===== config.mk =====
export PLATFORM = sky130hd
export DESIGN_NAME = simd_sat_adder
export DESIGN_NICKNAME = d
export VERILOG_FILES = /design/src/rtl/simd_pkg.sv /design/src/rtl/simd_byte_adder.sv /design/src/rtl/simd_lane_clamp.sv /design/src/rtl/simd_out_reg.sv /design/src/rtl/simd_sat_adder.sv
export SDC_FILE = /design/constraint.sdc
export NUM_CORES = 1
export LEC_CHECK = 0
export BUFFER_PORTS_ARGS = -buffer_cell sky130_fd_sc_hd__buf_2
export CAP_MARGIN = 20
export CORE_AREA = 2 2 93 185
export DETAILED_ROUTE_END_ITERATION = 7
export DIE_AREA = 0 0 95 187
export PLACE_DENSITY_LB_ADDON = 0.2
export SETUP_SLACK_MARGIN = 0.2
export SLEW_MARGIN = 30
export SYNTH_ARGS = -nofsm -noshare
export SYNTH_HDL_FRONTEND = slang
export SYNTH_HIERARCHICAL = 1
export SYNTH_SLANG_ARGS = --single-unit

===== constraint.sdc =====
create_clock -name clk -period 13.8 [get_ports clk]
set_input_delay 1.38 -clock clk [delete_from_list [all_inputs] [get_ports clk]]
set_output_delay 1.38 -clock clk [all_outputs]
set_load 0.005 [all_outputs]

===== src/rtl/simd_pkg.sv =====
package simd_pkg;

  typedef enum logic [1:0] {
    LANE_B8  = 2'd0,
    LANE_B16 = 2'd1,
    LANE_B32 = 2'd2,
    LANE_B64 = 2'd3
  } lane_e;

  typedef enum logic [1:0] {
    ARITH_WRAP = 2'd0,
    ARITH_USAT = 2'd1,
    ARITH_SSAT = 2'd2,
    ARITH_ALT  = 2'd3
  } arith_e;

  // Mask of byte-index bits that lie inside one lane.
  function automatic int lane_mask(input logic [1:0] sel);
    return (1 << sel) - 1;
  endfunction

  // True when byte idx starts a new lane.
  function automatic logic lane_first(input int idx, input logic [1:0] sel);
    return (idx & lane_mask(sel)) == 0;
  endfunction

  // Index of the most significant byte of the lane holding byte idx.
  function automatic int lane_top(input int idx, input logic [1:0] sel);
    return idx | lane_mask(sel);
  endfunction

  // Unsigned overflow (add) or underflow (sub) from the lane carry out.
  function automatic logic unsigned_clip(input logic sub, input logic carry);
    return sub ? ~carry : carry;
  endfunction

  // Signed overflow: operands agree in sign, result disagrees.
  function automatic logic signed_clip(input logic a_msb, input logic b_msb,
                                       input logic s_msb);
    return (a_msb == b_msb) && (s_msb != a_msb);
  endfunction

  // Byte written into a clamped lane.
  function automatic logic [7:0] fill_byte(input arith_e md, input logic high,
                                           input logic neg, input logic is_top);
    logic [7:0] v;
    case (md)
      ARITH_USAT: v = high ? 8'hFF : 8'h00;
      ARITH_SSAT: begin
        if (neg) v = is_top ? 8'h80 : 8'h00;
        else     v = is_top ? 8'h7F : 8'hFF;
      end
      default:    v = 8'h00;
    endcase
    return v;
  endfunction

endpackage


===== src/rtl/simd_byte_adder.sv =====
module simd_byte_adder
  import simd_pkg::*;
#(
  parameter int DATA_W = 64,
  localparam int NBYTES = DATA_W / 8
) (
  input  logic [DATA_W-1:0] a,
  input  logic [DATA_W-1:0] b,
  input  logic [1:0]        lane_sel,
  input  logic              sub,
  output logic [DATA_W-1:0] bx_o,
  output logic [DATA_W-1:0] sum_o,
  output logic [NBYTES-1:0] cout_o
);

  assign bx_o = b ^ {DATA_W{sub}};

  // Ripple through byte slices; the carry is reloaded at each lane start.
  always_comb begin
    logic       c;
    logic [8:0] part;
    c = sub;
    sum_o  = '0;
    cout_o = '0;
    for (int i = 0; i < NBYTES; i++) begin
      if (lane_first(i, lane_sel)) c = sub;
      part = {1'b0, a[i*8 +: 8]} + {1'b0, bx_o[i*8 +: 8]} + {8'd0, c};
      sum_o[i*8 +: 8] = part[7:0];
      cout_o[i]       = part[8];
      c               = part[8];
    end
  end

endmodule


===== src/rtl/simd_lane_clamp.sv =====
module simd_lane_clamp
  import simd_pkg::*;
#(
  parameter int DATA_W = 64,
  localparam int NBYTES = DATA_W / 8
) (
  input  logic [DATA_W-1:0] a,
  input  logic [DATA_W-1:0] bx,
  input  logic [DATA_W-1:0] sum,
  input  logic [NBYTES-1:0] cout,
  input  logic [1:0]        lane_sel,
  input  logic [1:0]        mode,
  input  logic              sub,
  output logic [DATA_W-1:0] res_o,
  output logic [NBYTES-1:0] hit_o
);

  arith_e md;
  assign md = arith_e'(mode);

  for (genvar i = 0; i < NBYTES; i++) begin : g_byte
    int   top;
    logic a7, b7, s7, clip;

    always_comb begin
      top = lane_top(i, lane_sel);
      a7  = a[top*8 + 7];
      b7  = bx[top*8 + 7];
      s7  = sum[top*8 + 7];
      case (md)
        ARITH_USAT: clip = unsigned_clip(sub, cout[top]);
        ARITH_SSAT: clip = signed_clip(a7, b7, s7);
        default:    clip = 1'b0;
      endcase
      hit_o[i]         = clip;
      res_o[i*8 +: 8]  = clip ? fill_byte(md, ~sub, a7, top == i)
                              : sum[i*8 +: 8];
    end
  end

endmodule


===== src/rtl/simd_out_reg.sv =====
module simd_out_reg #(
  parameter int DATA_W = 64,
  localparam int NBYTES = DATA_W / 8
) (
  input  logic              clk,
  input  logic              rst,
  input  logic              load,
  input  logic [DATA_W-1:0] d_res,
  input  logic [NBYTES-1:0] d_flag,
  output logic              q_valid,
  output logic [DATA_W-1:0] q_res,
  output logic [NBYTES-1:0] q_flag
);

  always_ff @(posedge clk) begin
    if (rst) begin
      q_valid <= 1'b0;
      q_res   <= '0;
      q_flag  <= '0;
    end else begin
      q_valid <= load;
      if (load) begin
        q_res  <= d_res;
        q_flag <= d_flag;
      end
    end
  end

endmodule


===== src/rtl/simd_sat_adder.sv =====
module simd_sat_adder
  import simd_pkg::*;
#(
  parameter int DATA_W = 64,
  localparam int NBYTES = DATA_W / 8
) (
  input  logic              clk,
  input  logic              rst,
  input  logic              in_valid,
  input  logic [DATA_W-1:0] opa,
  input  logic [DATA_W-1:0] opb,
  input  logic [1:0]        lane_sel,
  input  logic [1:0]        mode,
  input  logic              sub,
  output logic              out_valid,
  output logic [DATA_W-1:0] result,
  output logic [NBYTES-1:0] sat_flags
);

  logic [DATA_W-1:0] bx_w;
  logic [DATA_W-1:0] raw_sum;
  logic [NBYTES-1:0] byte_cout;
  logic [DATA_W-1:0] clamped;
  logic [NBYTES-1:0] sat_evt;   // per-byte clamp event, visible to the checker

  simd_byte_adder #(.DATA_W(DATA_W)) u_add (
    .a        (opa),
    .b        (opb),
    .lane_sel (lane_sel),
    .sub      (sub),
    .bx_o     (bx_w),
    .sum_o    (raw_sum),
    .cout_o   (byte_cout)
  );

  simd_lane_clamp #(.DATA_W(DATA_W)) u_clamp (
    .a        (opa),
    .bx       (bx_w),
    .sum      (raw_sum),
    .cout     (byte_cout),
    .lane_sel (lane_sel),
    .mode     (mode),
    .sub      (sub),
    .res_o    (clamped),
    .hit_o    (sat_evt)
  );

  simd_out_reg #(.DATA_W(DATA_W)) u_reg (
    .clk     (clk),
    .rst     (rst),
    .load    (in_valid),
    .d_res   (clamped),
    .d_flag  (sat_evt),
    .q_valid (out_valid),
    .q_res   (result),
    .q_flag  (sat_flags)
  );

endmodule


==> results of run 1 <==
timing repair:
item	CTS	global route
pin swaps	19	41
resized for setup	28	118
buffers inserted	104	16
setup endpoints to repair	72	72
gates cloned	1	1
cells in the final DEF, fill, tap and decap left out, drive strengths merged, types with 3 or more instances in the layout:
master / count
o2111ai: 6
xor2: 75
a21o: 12
o211ai: 13
inv: 74
ha: 59
nor3: 12
fa: 15
o22ai: 3
a211oi: 6
a21oi: 43
nand2: 39
dfxtp: 73
nand2b: 22
nor3b: 4
nor2: 130
a31oi: 15
nand3: 14
and2: 5
mux2i: 122
buf: 395
or2: 7
mux4: 3
o21a: 30
mux2: 18
nor2b: 13
xnor2: 46
o21ai: 21
and3: 3
clkbuf: 12
worst register-to-register path, stage by stage (launching register included):
cell	delay (ps)
dfxtp_1	390
mux2i_1	110
nor2_1	240
cell type report:
cell class                 count  area share [%]
timing repair buffer         395            24.5
multi-input combinational    756            55.0
inverter                      74            2.46
clock inverter                 4           0.442
sequential                    73            12.9
clock buffer                  12            2.36
tap                          207            2.29
sequential cells by signal (all words and copies together) (netlist names):
register       cells
u_reg/q_flag       8
u_reg/q_valid      1
u_reg/q_res       64
routing by layer:
metal,vias up,part of all wire [%]
met5,-,0
met4,0,6.8
met3,136,5.3
met2,403,52
met1,3975,36
li1,3971,-
worst paths after layout:
| path | startpoint | end | slack (ps) | cells after the start |
|---|---|---|---|---|
| max reg2reg | u_reg/q_res[39] | u_reg/q_res[39] | 12970 | 2 |
| min | u_reg/q_res[60] | u_reg/q_res[60] | 490 | 2 |
| min reg2reg | u_reg/q_res[60] | u_reg/q_res[60] | 490 | 2 |
| max | opb[1] | u_reg/q_res[39] | -230 | 66 |
power by group through the flow:
stage          clock [mW]  combinational (mW)  sequential [mW]
3_3_place_gp            0               0.514            0.263
2_1_floorplan           0               0.368            0.265
5_1_grt             0.271               0.757            0.263
3_5_place_dp            0               0.525            0.263
4_1_cts             0.260               0.607            0.260
6_report            0.257               0.704            0.260
metrics by stage:
stage	setup slack, ps	std cells	hold WS [ps]
floorplan	202	955	485
global placement	-365	1383	466
global route	-672	1521	519
finish	-234	1521	490
detailed placement	-711	1383	476
CTS	201	1504	494
==> impl_results.md, run 1 <==
* Pwr dens at 108 mW/mm2
* Area of the multi-input gates at 0.00622 mm2
* DRT iter0 DRCs at 537
* Syn Std Cell Area at 0.00802 mm2
* Final min period at between 10,000 and 15,000 ps
* Die ar. at 0.0178 mm2
* PortBufs at 208
* Clk root buf: clkbuf_16
* Met3 usage at about 4.5%
* Final wirelength at 28,300 um
* Met2 GRT Util at 50.7%
* Vias in the first global route at 8,345
* Via count at 8,485
* CTS Hold Bufs at 0
* Ports at around 210
* Core Util, Final at 68.5%
* Reg area at 0.00146 mm2
* Longest Clk Path Bufs at 2
* Switching share of total power at 37.5%
* Cell family with most CP delay: adder cells
* Hold Path Class: flip-flop to flip-flop
* CTS tree: yes
* Synth Warn # at 6
* Average size of a mapped cell at 8.39 um2
* Clock power share at around a fifth
* Internal Power at ~760 uW
* Peak VDD IR at 0.0685 mV
* Top cell by count, worst path: fa_2
* Worst EP arrival at 14,290 ps
* Vias per cell at 5.58
* Maxcap violations at 0
* Chip Width at 95 um
* Initial core utilization at 48.5%
* Gate Count Post-Synth at between 900 and 1,000
* Setup ws final at -234 ps
* Clk pin slew, worst setup/hold paths at 60 ps
* Row count at 67
* Filler cells at between 1,000 and 1,500
* Critical path buffers and inverters at 6
* TritonRoute pass-1 iters at 6
* # setup viols final at 33
* First-pass GRT wire length at 40,300 um
* Post-route DRC violation count at 0
* Clock skew at 0 ps
* Slew HR at 39.4%
* Area of the core at between 0.015 and 0.02 mm2
* Total CTS buffers at 9
* Met1 Use GR at slightly above 30%
* Setup TNS at -3330 ps
* Initial antenna violation count at 0
* Total gr overflow at 0
* H-tree depth at 3
* Crit path largest cell delay at 530 ps
* Grt peak-use layer: met2
* Clock latency on the worst-skew pair at 350 ps
* RePlAce Congestion at 0.928
* Final design area excluding fillers at 0.0113 mm2
* WL per Instance at 18.6 um
* Worst Path Required at 14,050 ps
* Worst-path fanout max at 8
* DIE HEIGHT at around 190 um
* Fin. max-slew vios at 0
* Post-route ant nets at 0
* Crit path kind: primary input to flip-flop
* Power, Total at 1.22 mW
* # nets final at 1,519
* RSZ-0062 raised after global routing: true
* Switching pwr at 458 uW
* Share of layout cells above drive strength 1 at 38.8%
* CP endpoint kind: flip-flop
* Fin. Hold Viols at 0
* Clock Sinks at 73
* Static leakage at 5.80 nW
* F_max at 0.0713 GHz
* DP HPWL at ~17,000 um
* GR Util All Layers at ~29%
* Largest net degree at the start of global routing at 74
* Failing checks: negative setup slack
* Reg power frac at roughly a fifth
* Max stage delay cell, worst path: or4b_4
* Logic gate share of total power at between 50% and 60%
* Placement Cell Area at approximately 0.0095 mm2
* Tcrit/Tclk final at 102%
* CP startpoint kind: primary input
* Layout overhead on the synthesized area at 41.1%
* Syn_nets at 1,165
* Worst-Margin Slew at 909 ps
* Ant diodes at 0
* Status: finished, violations left
Power figures use the tool's default switching activity.
==> run 2, diff against run 1 <==
- CAP_MARGIN: 20 -> unset
- MAX_ROUTING_LAYER: unset -> met4
==> run 2 against run 1 <==
The flow now finishes without violations. Core utilization decreased by 4.0 points. Combinational power down 14%. Sequential share of layout area up 0.80 points. Count of clock-buffer cells in the layout decreased by 3. Via count fell by 7.4%. Routed wire length shrank 13%. Register-to-register slack better by 160 ps. Die area stayed put. Clock power fell by 7%. Non-clock buffer count fell by 52. Total power down 9.6%. Critical path type unchanged. Largest power group unchanged.
==> impl_results.md, run 2 (same netlist as run 1, synthesis figures left out) <==
* Status: finished clean
* Total CTS buffers at 9
* Worst-path fanout max at 2
* CTS Hold Bufs at 0
* Area of the multi-input gates at approximately 0.0062 mm2
* Clock latency on the worst-skew pair at between 300 and 400 ps
* Most flop-heavy register: u_reg/q_res
* Hold Path Class: flip-flop to flip-flop
* DP HPWL at roughly 17,000 um
* Ports at approximately 210
* Final min period at 13,760 ps
* Largest net degree at the start of global routing at 74
* Filler cells at 1,420
* Longest Clk Path Bufs at 2
* DIE HEIGHT at 187 um
* Area of the core at between 0.015 and 0.02 mm2
* Clock power share at 21.7%
* Clk root buf: clkbuf_16
* Peak VDD IR at 0.0639 mV
* DRT iter0 DRCs at 324
* Crit path kind: primary input to flip-flop
* Place WS at -761 ps
* Most common cell after layout, fill and taps aside: buf_2
* Regs by FF count: u_reg/q_res: 64 flops, u_reg/q_flag: 8 flops, u_reg/q_valid: 1 flops
* Placed cell count at 1,384
* Post-route ant nets at 0
* Switching share of total power at 37.5%
* Share of layout cells above drive strength 1 at 36.1%
* F_max at about 0.073 GHz
* Setup ws final at slightly above 40 ps
* Max stage delay cell, worst path: fa_2
* Critical path buffers and inverters at 33
* # setup viols final at 0
* CP startpoint kind: primary input
* Cell family with most CP delay: adder cells
* CTS tree: yes
* First-pass GRT wire length at 37,200 um
* Via count at between 7,000 and 8,000
* Die ar. at ~0.018 mm2
* Post-route DRC violation count at 0
* RePlAce Congestion at 0.930
* WL per Instance at 16.7 um
* Non-filler instance count after layout at between 1,000 and 1,500
* Placement Cell Area at around 0.0095 mm2
* Initial core utilization at 48.5%
* Reg power frac at 23.5%
* Fin. Hold Viols at 0
* Worst-Margin Slew at 850 ps
* Fin. max-slew vios at 0
* Total gr overflow at 0
* Tcrit/Tclk final at 99.7%
* Worst Path Required at 14,080 ps
* Vias per cell at about 5.3
* Leading cell types in the layout, fill and taps excluded: 205 x buf_2, 127 x nor2_1, 116 x mux2i_1
* Chip Width at between 90 and 100 um
* GR Util All Layers at 27.2%
* RSZ-0062 raised after global routing: true
* Layout overhead on the synthesized area at 32.8%
* R2R Setup Slk at 13,130 ps
* Pwr dens at 104 mW/mm2
* Ant diodes at 0
* Internal Power at 690 uW
* Crit path largest cell delay at 400 ps
* Final design area excluding fillers at 0.0106 mm2
* Worst EP arrival at 14,040 ps
* Max FFs per register at 64
* Initial antenna violation count at 0
* # nets final at 1,467
* Setup TNS at 0 ps
* Static leakage at 5.42 nW
* Row count at 67
* Slew HR at a little over two fifths
* PortBufs at 208
* Logic gate share of total power at a little over half
* Clock Sinks at 73
* Clock skew at 0 ps
* CP endpoint kind: flip-flop
* H-tree depth at 3
* Vias in the first global route at 7,755
* Clk pin slew, worst setup/hold paths at 60 ps
* Maxcap violations at 0
* Final wirelength at around 25,000 um
* Top cell by count, worst path: buf_4
* TritonRoute pass-1 iters at 5
* Switching pwr at ~410 uW
* Reg area at approximately 0.0015 mm2
-- run 2: path summary, 6_finish.rpt --
kind | from | end | cells past startpoint
worst max-delay path | opb[1] | u_reg/q_res[54] | 84
worst min-delay path | u_reg/q_res[63] | u_reg/q_res[63] | 2
worst min register to register | u_reg/q_res[63] | u_reg/q_res[63] | 2
worst max register to register | u_reg/q_res[55] | u_reg/q_res[55] | 2
-- run 2: stage by stage --
step,util [%],hold slack (ps),power [mW]
after global routing,64.5,515,1.18
after global placement,57.3,466,0.778
after floorplan,-,485,0.633
after CTS,61.9,494,1.07
final,64.5,490,1.10
after detailed placement,57.3,476,0.789
-- run 2: routing by layer --
layer / vias to the layer above / routed length, um / track usage [%]
li1: 3866 / - / -
met2: 258 / 13000 / 47.6
met1: 3665 / 9320 / 29.0
met5: - / 0 / -
met3: 68 / 1040 / 3.42
met4: 0 / 1230 / 14.8
-- run 2: worst min-delay path, cell delays in order, from the launching register on --
cell	delay [ps]
dfxtp_1	320
mux2i_1	60
nor2_1	70
-- run 2: cell type report --
class	count	share of cell area [%]
Multi-Input combinational cell	756	57.9
Timing Repair Buffer	343	20.5
Sequential cell	73	13.7
Inverter	74	2.61
Tap cell	207	2.43
Clock buffer	9	2.12
Clock inverter	7	0.670
-- run 2: power by group through the flow --
stage	logic, mW	registers (mW)	clock network, mW
floorplan	0.368	0.265	0
global placement	0.515	0.263	0
detailed placement	0.525	0.264	0
CTS	0.559	0.259	0.249
global route	0.662	0.263	0.255
finish	0.605	0.259	0.240
-- run 2: timing repair --
| action | 4_1_cts | 5_1_grt |
|---|---|---|
| gates cloned | 0 | 2 |
| setup buffers | 48 | 19 |
| setup endpoints to repair | 72 | 72 |
| hold endpoints to repair | 0 | 0 |
| resized for setup | 21 | 63 |
| pin swaps | 15 | 58 |
==> run 3, diff against run 2 <==
- CORE_AREA: 2 2 93 185 -> 2 2 89 176
- DIE_AREA: 0 0 95 187 -> 0 0 91 178
- clock period: 13.8 -> 14.6 ns (I/O delays scaled with it)
==> run 3 against run 2 <==
Routed wire length decreased by 10%. Combinational power decreased by 17%. Final area is 8.4% lower. Setup slack gained 740 ps. Clock skew unchanged. Core utilization rose by 1.3 points. Largest cell class unchanged. Largest power group unchanged.
==> impl_results.md, run 3 (same netlist as run 1, synthesis figures left out) <==
* Maxcap violations at 0
* WL per Instance at 16.0 um
* Max stage delay cell, worst path: or4b_4
* Initial core utilization at 54.1%
* Pwr dens at 99.2 mW/mm2
* Area of the core at ~0.015 mm2
* Die ar. at 0.0162 mm2
* Fin. Hold Viols at 0
* Setup ws final at 780 ps
* Total CTS buffers at 9
* Peak VDD IR at 0.0658 mV
* Post-route ant nets at 0
* Final min period at 13,820 ps
* Crit path kind: primary input to flip-flop
* Via count at 7,449
* Vias per cell at 5.41
* Clock Sinks at 73
* Hold Path Class: flip-flop to flip-flop
* Post-route DRC violation count at 0
* Total gr overflow at 0
* Regs by FF count: u_reg/q_res: 64 flops, u_reg/q_flag: 8 flops, u_reg/q_valid: 1 flops
* Ports at 209
* # nets final at 1,383
* Setup TNS at 0 ps
* Placed cell count at about 1,400
* PortBufs at 208
* CP startpoint kind: primary input
* Clock skew at 0 ps
* Share of layout cells above drive strength 1 at between 20% and 30%
* Hold slack at 487 ps
* TritonRoute pass-1 iters at 4
* Final wirelength at roughly 22,000 um
* Slew HR at between 40% and 50%
* Non-filler instance count after layout at 1,377
* CP endpoint kind: flip-flop
* Filler cells at 1,378
* Worst EP arrival at 14,020 ps
* Leading cell types in the layout, fill and taps excluded: 206 x buf_2, 128 x nor2_1, 121 x mux2i_1
* Crit path largest cell delay at 510 ps
* Vias in the first global route at 7,370
* Chip Width at between 90 and 100 um
* Worst-path fanout max at 7
* Fin. max-slew vios at 0
* DRT iter0 DRCs at 330
* F_max at 0.0724 GHz
* Status: finished clean
* CTS Hold Bufs at 0
* Place WS at -521 ps
* Core Util, Final at 65.8%
* Clock latency on the worst-skew pair at 340 ps
* Longest Clk Path Bufs at 2
* DIE HEIGHT at 178 um
* Worst-Margin Slew at 825 ps
* Static leakage at approximately 5 nW
* RSZ-0062 raised after global routing: false
* First-pass GRT wire length at 34,300 um
* Worst Path Required at 14,800 ps
* Clk pin slew, worst setup/hold paths at 50 ps
* Layout overhead on the synthesized area at 21.7%
* Largest net degree at the start of global routing at 74
* CTS tree: yes
* H-tree depth at 3
* Tcrit/Tclk final at a little over nine tenths
* Max FFs per register at 64
* RePlAce Congestion at approximately 0.94
* GR Util All Layers at a little over a quarter
* Initial antenna violation count at 4
* Row count at between 60 and 70
* Top cell by count, worst path: fa_2
* Clk root buf: clkbuf_16
* Most flop-heavy register: u_reg/q_res
* Most common cell after layout, fill and taps aside: buf_2
* Critical path buffers and inverters at 3
* DP HPWL at 17,100 um
* # setup viols final at 0
* Cell family with most CP delay: adder cells
[run 3: worst register-to-register path: cells and delay by family, from the launching register on]
kind | cells | cell delay (ps)
flip-flops | 1 | 320
multiplexers | 1 | 170
AND/OR/NAND/NOR | 1 | 60
[run 3: routing by layer]
metal	global-route usage, %	part of all wire [%]	vias up
li1	-	-	3695
met1	27.1	38	3511
met2	51.0	55	193
met3	3.76	3.4	50
met4	14.0	3.6	0
met5	-	0	-
[run 3: cell type report]
cell class | count | area, um2 | area share (%)
clock buffers | 14 | 284 | 2.91
multi-input cells | 756 | 6010 | 61.6
diodes | 4 | 10.0 | 0.103
flip-flops and latches | 73 | 1460 | 15.0
well taps | 195 | 244 | 2.50
repair buffers | 259 | 1450 | 14.9
inverters | 74 | 278 | 2.85
clock inverters | 2 | 10.0 | 0.103
[run 3: final timing paths]
check | start | endpoint | slack (ps) | cells past startpoint
max reg2reg | u_reg/q_res[30] | u_reg/q_res[30] | 13910 | 2
max | sub | u_reg/q_res[34] | 780 | 64
min reg2reg | u_reg/q_res[48] | u_reg/q_res[48] | 490 | 2
min | u_reg/q_res[48] | u_reg/q_res[48] | 490 | 2
[run 3: stage by stage]
step                total power [mW]  cell area, um2
finish                         0.967            9750
global route                    1.04            9750
CTS                            0.962            9600
detailed placement             0.734            9280
global placement               0.728            9280
floorplan                      0.596            8020
[run 3: power by group]
part | switching [mW] | internal (mW) | total [mW]
clock | 0.0874 | 0.133 | 0.221
sequential | 0.0152 | 0.230 | 0.245
combinational | 0.255 | 0.247 | 0.502
[run 3: timing repair]
item                       in CTS  in global routing
pin swaps                       7                 14
buffers inserted                0                  2
setup endpoints to repair      66                 72
resized for setup               9                 27
